===== config.mk =====
export PLATFORM = sky130hd
export DESIGN_NAME = wwdg_timer
export DESIGN_NICKNAME = d
export VERILOG_FILES = /design/src/rtl/wwdg_pkg.sv /design/src/rtl/wwdg_prescaler.sv /design/src/rtl/wwdg_downcnt.sv /design/src/rtl/wwdg_guard.sv /design/src/rtl/wwdg_timer.sv
export SDC_FILE = /design/constraint.sdc
export NUM_CORES = 1
export LEC_CHECK = 0
export CORE_MARGIN = 2
export CORE_UTILIZATION = 53
export DETAILED_ROUTE_END_ITERATION = 16
export PLACE_DENSITY = 0.78
export SLEW_MARGIN = 15
export SYNTH_ARGS = -nofsm -noshare
export SYNTH_HDL_FRONTEND = slang
export SYNTH_HIERARCHICAL = 1
export SYNTH_SLANG_ARGS = --single-unit

===== constraint.sdc =====
create_clock -name clk_i -period 3.2 [get_ports clk_i]
set_input_delay 0.64 -clock clk_i [delete_from_list [all_inputs] [get_ports clk_i]]
set_output_delay 0.64 -clock clk_i [all_outputs]
set_load 0.1 [all_outputs]

===== src/rtl/wwdg_pkg.sv =====
package wwdg_pkg;
  localparam int CNT_W = 7;
  localparam int SEL_W = 2;

  typedef logic [CNT_W-1:0] cnt_t;
  typedef logic [SEL_W-1:0] sel_t;

  typedef struct packed {
    logic act;
    cnt_t val;
  } ctrl_t;

  typedef struct packed {
    sel_t sel;
    cnt_t win;
  } cfg_t;

  localparam cnt_t CNT_RST = '1;
  localparam cnt_t CNT_THR = cnt_t'(1) << (CNT_W - 1);
endpackage


===== src/rtl/wwdg_prescaler.sv =====
module wwdg_prescaler
  import wwdg_pkg::*;
#(
  parameter int DIV_W = 12
) (
  input  logic clk_i,
  input  logic rst_ni,
  input  logic run_i,
  input  logic restart_i,
  input  sel_t sel_i,
  output logic tick_o
);
  localparam int NSEL = 1 << SEL_W;
  localparam int PC_W = DIV_W + NSEL - 1;

  logic [PC_W-1:0] pc_q;
  logic [NSEL-1:0] wrap;

  // one terminal-count detector per prescaler setting
  for (genvar g = 0; g < NSEL; g++) begin : g_wrap
    assign wrap[g] = &pc_q[DIV_W+g-1:0];
  end

  assign tick_o = run_i & wrap[sel_i];

  always_ff @(posedge clk_i or negedge rst_ni) begin
    if (!rst_ni)        pc_q <= '0;
    else if (restart_i) pc_q <= '0;
    else if (run_i)     pc_q <= pc_q + 1'b1;
  end

  a_r10_prescale_hold: assert property (@(posedge clk_i) disable iff (!rst_ni)
    (!run_i && !restart_i) |=> $stable(pc_q));
  a_r9_restart_zero: assert property (@(posedge clk_i) disable iff (!rst_ni)
    restart_i |=> (pc_q == '0));
endmodule


===== src/rtl/wwdg_downcnt.sv =====
module wwdg_downcnt
  import wwdg_pkg::*;
(
  input  logic clk_i,
  input  logic rst_ni,
  input  logic load_i,
  input  cnt_t load_val_i,
  input  logic tick_i,
  output cnt_t cnt_o,
  output logic cross_o
);
  cnt_t cnt_q;

  always_ff @(posedge clk_i or negedge rst_ni) begin
    if (!rst_ni)     cnt_q <= CNT_RST;
    else if (load_i) cnt_q <= load_val_i;
    else if (tick_i) cnt_q <= cnt_q - 1'b1;
  end

  assign cnt_o   = cnt_q;
  // threshold crossing: this tick clears the MSB
  assign cross_o = tick_i & ~load_i & (cnt_q == CNT_THR);

  a_r4_step: assert property (@(posedge clk_i) disable iff (!rst_ni)
    (tick_i && !load_i) |=> (cnt_q == cnt_t'($past(cnt_q) - 1'b1)));
  a_r4_hold: assert property (@(posedge clk_i) disable iff (!rst_ni)
    (!tick_i && !load_i) |=> $stable(cnt_q));
  a_r6_cross_msb: assert property (@(posedge clk_i) disable iff (!rst_ni)
    cross_o |=> (cnt_q[CNT_W-1] == 1'b0));
endmodule


===== src/rtl/wwdg_guard.sv =====
module wwdg_guard
  import wwdg_pkg::*;
(
  input  logic clk_i,
  input  logic rst_ni,
  input  logic active_i,
  input  logic load_i,
  input  logic act_bit_i,
  input  cnt_t load_val_i,
  input  cnt_t cnt_i,
  input  cnt_t win_i,
  input  logic cross_i,
  output logic rst_req_o
);
  logic early, bad_val, expire, event_d, rst_q;

  assign early   = active_i & load_i & (cnt_i > win_i);
  assign bad_val = load_i & (active_i | act_bit_i) & ~load_val_i[CNT_W-1];
  assign expire  = active_i & cross_i;
  assign event_d = early | bad_val | expire;

  always_ff @(posedge clk_i or negedge rst_ni) begin
    if (!rst_ni) rst_q <= 1'b0;
    else         rst_q <= event_d;
  end

  assign rst_req_o = rst_q;

  a_r7_early_reload: assert property (@(posedge clk_i) disable iff (!rst_ni)
    (active_i && load_i && cnt_i > win_i) |=> rst_req_o);
  a_r8_msb_clear: assert property (@(posedge clk_i) disable iff (!rst_ni)
    (load_i && act_bit_i && !load_val_i[CNT_W-1]) |=> rst_req_o);
  a_r6_expire: assert property (@(posedge clk_i) disable iff (!rst_ni)
    (active_i && cross_i) |=> rst_req_o);
endmodule


===== src/rtl/wwdg_timer.sv =====
module wwdg_timer
  import wwdg_pkg::*;
#(
  parameter int DIV_W = 12
) (
  input  logic       clk_i,
  input  logic       rst_ni,
  input  logic       ctrl_we_i,
  input  logic [7:0] ctrl_wdata_i,
  input  logic       cfg_we_i,
  input  logic [8:0] cfg_wdata_i,
  input  logic       dbg_halt_i,
  input  logic       dbg_freeze_i,
  output logic [6:0] cnt_o,
  output logic       rst_req_o
);
  ctrl_t ctrl;
  cfg_t  cfg;
  logic  active_q;
  cnt_t  win_q;
  sel_t  sel_q;
  logic  run, tick_w, cross_w;
  cnt_t  cnt_w;

  assign ctrl = ctrl_t'(ctrl_wdata_i);
  assign cfg  = cfg_t'(cfg_wdata_i);
  assign run  = active_q & ~(dbg_halt_i & dbg_freeze_i);

  always_ff @(posedge clk_i or negedge rst_ni) begin
    if (!rst_ni)                      active_q <= 1'b0;
    else if (ctrl_we_i && ctrl.act)   active_q <= 1'b1;
  end

  always_ff @(posedge clk_i or negedge rst_ni) begin
    if (!rst_ni) begin
      win_q <= CNT_RST;
      sel_q <= '0;
    end else if (cfg_we_i) begin
      win_q <= cfg.win;
      sel_q <= cfg.sel;
    end
  end

  wwdg_prescaler #(.DIV_W(DIV_W)) u_presc (
    .clk_i     (clk_i),
    .rst_ni    (rst_ni),
    .run_i     (run),
    .restart_i (ctrl_we_i),
    .sel_i     (sel_q),
    .tick_o    (tick_w)
  );

  wwdg_downcnt u_cnt (
    .clk_i      (clk_i),
    .rst_ni     (rst_ni),
    .load_i     (ctrl_we_i),
    .load_val_i (ctrl.val),
    .tick_i     (tick_w),
    .cnt_o      (cnt_w),
    .cross_o    (cross_w)
  );

  wwdg_guard u_guard (
    .clk_i      (clk_i),
    .rst_ni     (rst_ni),
    .active_i   (active_q),
    .load_i     (ctrl_we_i),
    .act_bit_i  (ctrl.act),
    .load_val_i (ctrl.val),
    .cnt_i      (cnt_w),
    .win_i      (win_q),
    .cross_i    (cross_w),
    .rst_req_o  (rst_req_o)
  );

  assign cnt_o = cnt_w;

  a_r2_sticky_active: assert property (@(posedge clk_i) disable iff (!rst_ni)
    active_q |=> active_q);
  a_r5_inactive_quiet: assert property (@(posedge clk_i) disable iff (!rst_ni)
    (!active_q && !(ctrl_we_i && ctrl.act)) |=> !rst_req_o);
  a_r9_no_tick_after_load: assert property (@(posedge clk_i) disable iff (!rst_ni)
    ctrl_we_i |=> !tick_w);
  a_r10_freeze_hold: assert property (@(posedge clk_i) disable iff (!rst_ni)
    (dbg_halt_i && dbg_freeze_i && !ctrl_we_i) |=> $stable(cnt_o));
endmodule


# Word level (Yosys, flattened, before mapping)
# Index checks and enable logic that the tools add are counted.
# Widths: inputs -> output; s select.
dict set report classes {
  n_addsub 2
  order_cmp 2
  n_eq_ne 1
  muxes 6
  bitwise_logic 16
  n_reduce_logical 7
}
# op n
set op_table {}
lappend op_table {{$mux 15} 2}
lappend op_table {{$add 15x1->15 const B} 1}
lappend op_table {{$reduce_and 15->1} 1}
lappend op_table {{$mux 7} 2}
lappend op_table {{$reduce_and 14->1} 1}
lappend op_table {{$reduce_and 13->1} 1}
lappend op_table {{$reduce_and 12->1} 1}
lappend op_table {{$and 1x1->1} 10}
lappend op_table {{$eq 7x7->1 const B} 1}
lappend op_table {{$gt 7x7->1} 1}
lappend op_table {{$sub 7x1->7 const B} 1}
lappend op_table {{$reduce_bool 2->1} 2}
lappend op_table {{$lt 2x3->1 const B} 1}
lappend op_table {{$not 1->1} 3}
lappend op_table {{$or 1x1->1} 3}
lappend op_table {{$bmux 1 s2} 1}
lappend op_table {{$logic_and 1x1->1} 1}
lappend op_table {{$mux 1} 1}
dict set report word_totals {
  regBits 33
  in_bits 23
  out_inout_bits 8
  word_cells 40
}

# Longest topological paths before layout
# Gate-level depths: netlist (run 1).
dict set report depth {
  word_depth 8
  ltp_mapped 8
}

# By module
# Netlist (run 1), hierarchy kept.
# module n_inst cells_per_inst area_each_um2 seq_area_each_um2
set modules_own_cells {}
lappend modules_own_cells {wwdg_prescaler 1 87 830.8 375.4}
lappend modules_own_cells {wwdg_downcnt 1 43 440.4 183.9}
lappend modules_own_cells {wwdg_timer 1 22 420.4 259.0}
lappend modules_own_cells {wwdg_guard 1 29 237.7 25.0}

# Least setup slack after synthesis (run 1)
# No wires, ideal clock.
dict set report synth_timing {
  path_kind {input to register}
  start {input port dbg_halt_i}
  end {register u_cnt.cnt_q[5], in the netlist u_cnt/cnt_o[5]}
  arrival_ns 2.669
  slack_ns 0.449
  cell_stages 8
  path_cell_list {a21boi_0 buf_2 nand4_1 or4_1 a211oi_1 nor4b_4 a21boi_1 o31a_1}
}
dict set report synth_between {
  elab_chain_len 5
}
# element line_no
set synth_lines {}
lappend synth_lines {{start: declaration} wwdg_timer.sv:12} ;# input logic dbg_halt_i,
lappend synth_lines {{$and 1x1->1} wwdg_timer.sv:27} ;# assign run = active_q & ~(dbg_halt_i & dbg_freeze_i);
lappend synth_lines {{$not 1->1} wwdg_timer.sv:27}
lappend synth_lines {{$and 1x1->1} wwdg_timer.sv:27}
lappend synth_lines {{$and 1x1->1} wwdg_prescaler.sv:24} ;# assign tick_o = run_i & wrap[sel_i];
lappend synth_lines {{named net tick_w} wwdg_timer.sv:22} ;# logic run, tick_w, cross_w;
lappend synth_lines {{$reduce_bool 2->1 (no line)} -}
lappend synth_lines {{end signal: assignment} wwdg_downcnt.sv:16} ;# else if (load_i) cnt_q <= load_val_i;
lappend synth_lines {{end signal: assignment} wwdg_downcnt.sv:17} ;# else if (tick_i) cnt_q <= cnt_q - 1'b1;
lappend synth_lines {{end: declaration} wwdg_downcnt.sv:12} ;# cnt_t cnt_q;
# The timed path passes the listed nets, and every way through them passes these cells.
# A chain may end at the register's enable or synchronous reset.

# Worst setup path in the final report (run 1)
dict set report layout_timing {
  start {input port dbg_freeze_i}
  end {register u_cnt.cnt_q[5], in the netlist u_cnt/cnt_o[5]}
}
dict set report layout_between {
  elab_chain_len 5
}
# element line_no
set layout_lines {}
lappend layout_lines {{start: declaration} wwdg_timer.sv:13} ;# input logic dbg_freeze_i,
lappend layout_lines {{$and 1x1->1} wwdg_timer.sv:27}
lappend layout_lines {{$not 1->1} wwdg_timer.sv:27}
lappend layout_lines {{$and 1x1->1} wwdg_timer.sv:27}
lappend layout_lines {{named net run} wwdg_timer.sv:22}
lappend layout_lines {{$and 1x1->1} wwdg_prescaler.sv:24}
lappend layout_lines {{named net tick_w} wwdg_timer.sv:22}
lappend layout_lines {{$reduce_bool 2->1 (no line)} -}
# The timed path passes the listed nets, and every way through them passes these cells.

==> results of run 1 <==
[flip-flops by register name, summed over array words and instances (netlist names)]
name               flops
active_q               1
sel_q                  2
u_cnt/cnt_o            7
u_guard/rst_req_o      1
u_presc/pc_q          15
win_q                  7
[final timing paths]
kind                                     to  cells past startpoint    startpoint  slack (ns)
setup reg to reg             u_cnt/cnt_o[5]                      7      active_q        0.83
setup / recovery             u_cnt/cnt_o[5]                      8  dbg_freeze_i        0.60
hold reg to reg                    sel_q[0]                      1      sel_q[0]        0.56
min in group asynchronous  u_presc/pc_q[10]                      2        rst_ni        0.69
max in group asynchronous    u_cnt/cnt_o[5]                      2        rst_ni        2.18
hold / removal                     sel_q[0]                      1      sel_q[0]        0.56
[synth_stat cells, types with 2 or more instances]
master and number:
dfrtp_1 19, nor2_1 15, dfstp_2 14, inv_1 13, nand2_1 12, o21ai_0 11
ha_1 10, mux2_4 9, a21oi_1 7, nand4_1 7, nor4_1 5, mux2_2 4
nor2b_1 4, or4_1 4, xnor2_1 4, xor2_1 4, clkbuf_1 3, o31ai_1 3
a22oi_1 2, and4bb_2 2, buf_6 2, mux2i_1 2, nand3_1 2, o211ai_1 2
or3_1 2
[critical path: cells and delay by family]
family | cells | cell delay (ns)
AO/OA/AOI/OAI | 4 | 0.97
AND/OR/NAND/NOR | 3 | 0.84
buffers and inverters | 1 | 0.41
[area by class of cell]
type,instances,area share
Clock buffer,8,0.0211
Sequential cell,33,0.364
Timing Repair Buffer,35,0.137
Inverter,13,0.0211
Multi-Input combinational cell,129,0.431
Tap cell,46,0.0249
[cells by family after synthesis]
kind of cell               count (synthesis)
muxes                                     15
and+or+nand+nor                           61
AOI/OAI and AO/OA                         35
adders and majority gates                 10
xor gates and xnor gates                   8
buffers and inverters                     19
DFF                                       33
[metal layers]
metal	up-vias	part of all wire	track usage
met1	734	0.44	0.301
met3	9	0.044	0.0387
met4	0	0.021	0.101
li1	727	-	-
met2	43	0.49	0.396
met5	-	0	0
[power breakdown]
group	switching [mW]	total [mW]	internal, mW
registers	0.0324	0.489	0.457
logic	0.154	0.252	0.0981
clock network	0.142	0.229	0.0876
==> impl_metrics.toml, run 1 <==
[logic_synthesis]
yosysTopAreaCellShare = 0.246
yosysWarnings = 6
ys_seq_area_frac = 0.437
yosys_register_bits = 33
synthSimpleGateAreaFrac = 0.189
syn_inst = 181
netlist_top_cells_area = "dfrtp_1 25%, dfstp_2 19%, mux2_4 7.0%, ha_1 6.5%, nor2_1 2.9%"
synth_fa_ha_area_frac = 0.0649
syn-num-nets = 214
synth-compound-area-share = 0.124
synth_top_family_by_area = "simple AND/OR/NAND/NOR gates"
synth_ff_type = "dfrtp_1"
synth_mux_area_frac = 0.104
async_flop_share = 1.00
yosysTopAreaCell = "dfrtp_1"
syn_avg_cell_area_um2 = 10.7
synth-edff-count = 0
synth_area_um2 = 1930
synth_xor_area_frac = 0.0363
synth_cell_type_count = 44

[clocking]
cts_buffer_depth = 2
cts_setup_buffers = 0
cts-htree-levels = 2
cts_tree = "built"
cts_root_buffer = "clkbuf_4"
clk_pin_slew_worst_paths_ns = 0.10
cts_made_buffers = 5
cts.repair.resized = 0
clock_sinks = 33
worstSkewPairLatency_ns = 0.34
cts_hold_buffers = 0

[pwr]
powerDensity_nw_per_um2 = 419
vdd_drop_max_mv = 0.259
finalPower_uw = 971
p_leak_nw = 0.967

[sta]
setup_viol_count_final = 0
worstMarginPinSlew_ns = 0.559
timing.setup.tns_ns = 0
max_slew_margin = 0.626
clock_skew_ns = 0.00654
rsz0062_at_grt = "no"
post-route-period-util = 0.811
hold_violations = 0
fmax_mhz = 385
fin_ws_ns = 0.604
holdWs_ns = 0.560
slew_violations = 0
fin_crit_ns = 2.60

[worst_hold_path]
hold_class = "reg2reg"

[placed_design]
gp_congestion = 0.832
portBuffers = 30
place_ws_ns = 0.259
dp_hpwl_um = 3090
dpl-instance-area_um2 = 2270
dp_cells = 256

[routing]
post-route-drc-count = 0
wl_um = 4250
dr.first_iter.drc_count = 147
via_per_inst = 5.73
drtAntennaViolNets = 0
dr.pass1.iters = 4
drt-wirelength-per-cell_um = 16.1
routed-via-count = 1513

[die]
ios = 31
core_region_area_um2 = 3420
num_rows = 21
die_w_um = 64.3
die-height_um = 64.3
start_util = 0.565
die_area_um2 = 4140

[global_routing]
grt_max_degree = 34
grtUsageTotal = 0.236
grt_pass1_vias = 1560
grt-ovfl-total = 0
antenna_found_initial = 0
grt_pass1_wl_um = 7460

[layout]
layoutNonFillerInstCount = 264
syn2layout_area_growth_pct = 20.0
nNetsFinal = 250
final_area_um2 = 2310
n_antenna_cell = 0
final_core_util = 0.678
layout-drive-gt1-share = 0.261
final_common_cell = "clkdlybuf4s50_1"
regArea_um2 = 843
nFillCells = 275
multi_input_area_um2 = 998
final_cell_mix = "22 x clkdlybuf4s50_1, 19 x dfrtp_1, 15 x nor2_1"

[worst_setup_path]
cpPeakStageDelay_ns = 0.41
crit_path_start_kind = "primary input"
crit_slowest_cell = "clkdlybuf4s50_1"
crit_chain = "clkdlybuf4s50_1 > a21boi_0 > nand4_1 > or4_1 > a211oi_1 > nor4b_4 > a21boi_1 > o31a_1"
path_class = "in2reg"
cp_max_fo = 3
arrival_ns = 2.87
crit_required_ns = 3.47
cp-end-kind = "register"

[job]
max-cap-violations = 0

[status]
status = "completed"
(Power assumes the default switching activity.)
==> inputs of run 2 (changes only) <==
--- a/config.mk
+++ b/config.mk
@@ -6,9 +6,9 @@
 export NUM_CORES = 1
 export LEC_CHECK = 0
 export CORE_MARGIN = 2
-export CORE_UTILIZATION = 53
+export CORE_UTILIZATION = 48
 export DETAILED_ROUTE_END_ITERATION = 16
-export PLACE_DENSITY = 0.78
+export PLACE_DENSITY = 0.75
 export SLEW_MARGIN = 15
 export SYNTH_ARGS = -nofsm -noshare
 export SYNTH_HDL_FRONTEND = slang
==> constraint.sdc (replaced) <==
create_clock -name clk_i -period 2.38 [get_ports clk_i]
set_input_delay 0.476 -clock clk_i [delete_from_list [all_inputs] [get_ports clk_i]]
set_output_delay 0.476 -clock clk_i [all_outputs]
set_load 0.1 [all_outputs]
==> run 2 against run 1 <==
Net effect:
- sequential cell count did not move
- clock power is 80% higher
- combinational power up 33%
- clock-buffer cell count did not move
- power increased by 45%
- largest cell class unchanged
- via count shrank 1.1%
- worst hold slack improved by 0.018 ns
- critical path depth increased by 1
- routed wire length fell by 7.5%
- critical path type is now reg2reg
- global-route usage down 3.9 points
- highest routed layer unchanged
==> impl_metrics.toml, run 2 (synthesis results as in run 1) <==
[die]
die-height_um = 67.4
core_region_area_um2 = 3940
die_area_um2 = 4540
start_util = 0.489
die_w_um = 67.4
num_rows = 23
ios = 31

[routing]
drt-wirelength-per-cell_um = 14.2
via_per_inst = 5.40
dr.first_iter.drc_count = 110
dr.pass1.iters = 4
drtAntennaViolNets = 0
post-route-drc-count = 0
wl_um = 3930
routed-via-count = 1497

[pwr]
power_frac_comb = 0.238
intPower_uw = 955
switching_share = 0.321
finalPower_mw = 1.41
vdd_drop_max_mv = 0.422
seq_power_share = 0.468
powerDensity_nw_per_um2 = 575
p_clk_frac = 0.294
switching_power_uw = 451
p_leak_nw = 1.04

[worst_setup_path]
r2r_slack_ns = 0.16
r2r-end = "u_cnt/cnt_o[3]"
arrival_ns = 2.45
cp_common_cell = "buf_4"
cp-startpoint = "active_q"
cpPeakStageDelay_ns = 0.51
cp_max_fo = 3
path_class = "reg2reg"
rr_worst_depth = 9
crit_required_ns = 2.60
crit_path_start_kind = "register"
reg2reg_from = "active_q"
crit_slowest_cell = "or4_4"
crit_chain = "a21boi_1 > buf_4 > nand4_1 > or4_4 > a211oi_4 > nor4b_4 > buf_4 > xnor2_1 > o21ai_1"
crit_path_end = "u_cnt/cnt_o[3]"
cp-end-kind = "register"

[layout]
layoutNonFillerInstCount = 277
final_area_um2 = 2450
final_common_cell = "buf_4"
nFillCells = 316
final_cell_mix = "21 x buf_4, 20 x clkdlybuf4s50_1, 19 x dfrtp_1"
nNetsFinal = 259
regMostFlops = "u_presc/pc_q"
n_antenna_cell = 0
layout-drive-gt1-share = 0.304
largest_reg_flops = 15
syn2layout_area_growth_pct = 26.8

[clocking]
cts_tree = "built"
cts_made_buffers = 5
cts_buffer_depth = 2
clock_sinks = 33
cts-htree-levels = 2
cts_root_buffer = "clkbuf_8"
worstSkewPairLatency_ns = 0.29
clk_pin_slew_worst_paths_ns = 0.07
cts_hold_buffers = 0

[sta]
rsz0062_at_grt = "no"
post-route-period-util = 0.934
slew_violations = 0
fmax_mhz = 450
setup_viol_count_final = 0
worstMarginPinSlew_ns = 0.566
hold_violations = 0
clock_skew_ns = 0.00800
timing.setup.tns_ns = 0
holdWs_ns = 0.578
fin_crit_ns = 2.22
max_slew_margin = 0.622

[placed_design]
dp_cells = 268
dpl-instance-area_um2 = 2340
gp_congestion = 0.787
dp_hpwl_um = 2880
portBuffers = 30

[job]
max-cap-violations = 0

[global_routing]
grt-ovfl-total = 0
grt_max_degree = 34
antenna_found_initial = 0
grt_pass1_wl_um = 6640
grt_pass1_vias = 1462
grtUsageTotal = 0.197

[status]
status = "completed"

[worst_hold_path]
hold_class = "in2async"
-- run 2: changes by cell type in the layout (fill, tap and decap cells not counted), sizes merged --
| cell | before | now |
|---|---|---|
| clkdlybuf4s50 | 22 | 20 |
| buf | 13 | 22 |
| dlymetal6s2s | 0 | 2 |
-- run 2: final cells by class --
cell class / instances / area (µm²) / share of cell area
clock buffer: 8 / 80.1 / 0.0327
inverter: 13 / 48.8 / 0.0199
multi-input combinational: 129 / 1020 / 0.416
sequential: 33 / 843 / 0.345
tap: 50 / 62.6 / 0.0256
timing repair buffer: 44 / 394 / 0.161
-- run 2: worst min path at each step --
| stage | startpoint | to | slack [ns] | cells past startpoint |
|---|---|---|---|---|
| 6_report | rst_ni | active_q | 0.58 | 2 |
| 5_1_grt | sel_q[0] | sel_q[0] | 0.61 | 1 |
| 4_1_cts | u_presc/pc_q[8] | u_presc/pc_q[8] | 0.58 | 2 |
| 3_5_place_dp | sel_q[0] | sel_q[0] | 0.57 | 1 |
| 3_3_place_gp | sel_q[0] | sel_q[0] | 0.54 | 1 |
| 2_1_floorplan | rst_ni | active_q | 0.18 | 0 |
-- run 2: timing repair --
item,4_1_cts,5_1_grt
gates cloned,0,0
pin swaps,0,6
buffers inserted,0,1
resized for setup,1,6
setup endpoints to repair,1,4
-- run 2: worst max-delay path: cells and delay by family (launching register included) --
kind	cells	cell delay (ns)
compound gates	3	0.57
buf+inv	2	0.29
xor+xnor	1	0.05
simple gates	3	0.86
flops	1	0.37
-- run 2: per-stage QoR --
step | utilization | setup slack (ns)
6_report | 0.620 | 0.157
5_1_grt | 0.620 | 0.0231
4_1_cts | 0.616 | 0.0265
3_5_place_dp | 0.594 | -0.304
3_3_place_gp | 0.594 | -0.253
2_1_floorplan | - | 0.0292
-- run 2: routing by layer --
metal	global-route usage	routed length, µm	vias to the layer above
met5	0	0	-
met4	0.0689	66	0
met3	0.0500	132	6
met2	0.317	1860	24
met1	0.259	1870	726
li1	-	-	741
-- run 2: power groups by stage --
stage          registers [mW]  clock network [mW]  logic (mW)
2_1_floorplan           0.761                   0       0.131
3_3_place_gp            0.666                   0       0.329
3_5_place_dp            0.668                   0       0.335
4_1_cts                 0.659               0.428       0.337
5_1_grt                 0.664               0.448       0.360
6_report                0.658               0.413       0.335
==> inputs of run 3 (changes only) <==
--- a/config.mk
+++ b/config.mk
@@ -9,7 +9,7 @@
 export CORE_UTILIZATION = 48
 export DETAILED_ROUTE_END_ITERATION = 16
 export PLACE_DENSITY = 0.75
-export SLEW_MARGIN = 15
+export SLEW_MARGIN = 20
 export SYNTH_ARGS = -nofsm -noshare
 export SYNTH_HDL_FRONTEND = slang
 export SYNTH_HIERARCHICAL = 1
==> results of run 3 <==
Final layout, timing and power as in run 2 (identical DEF).
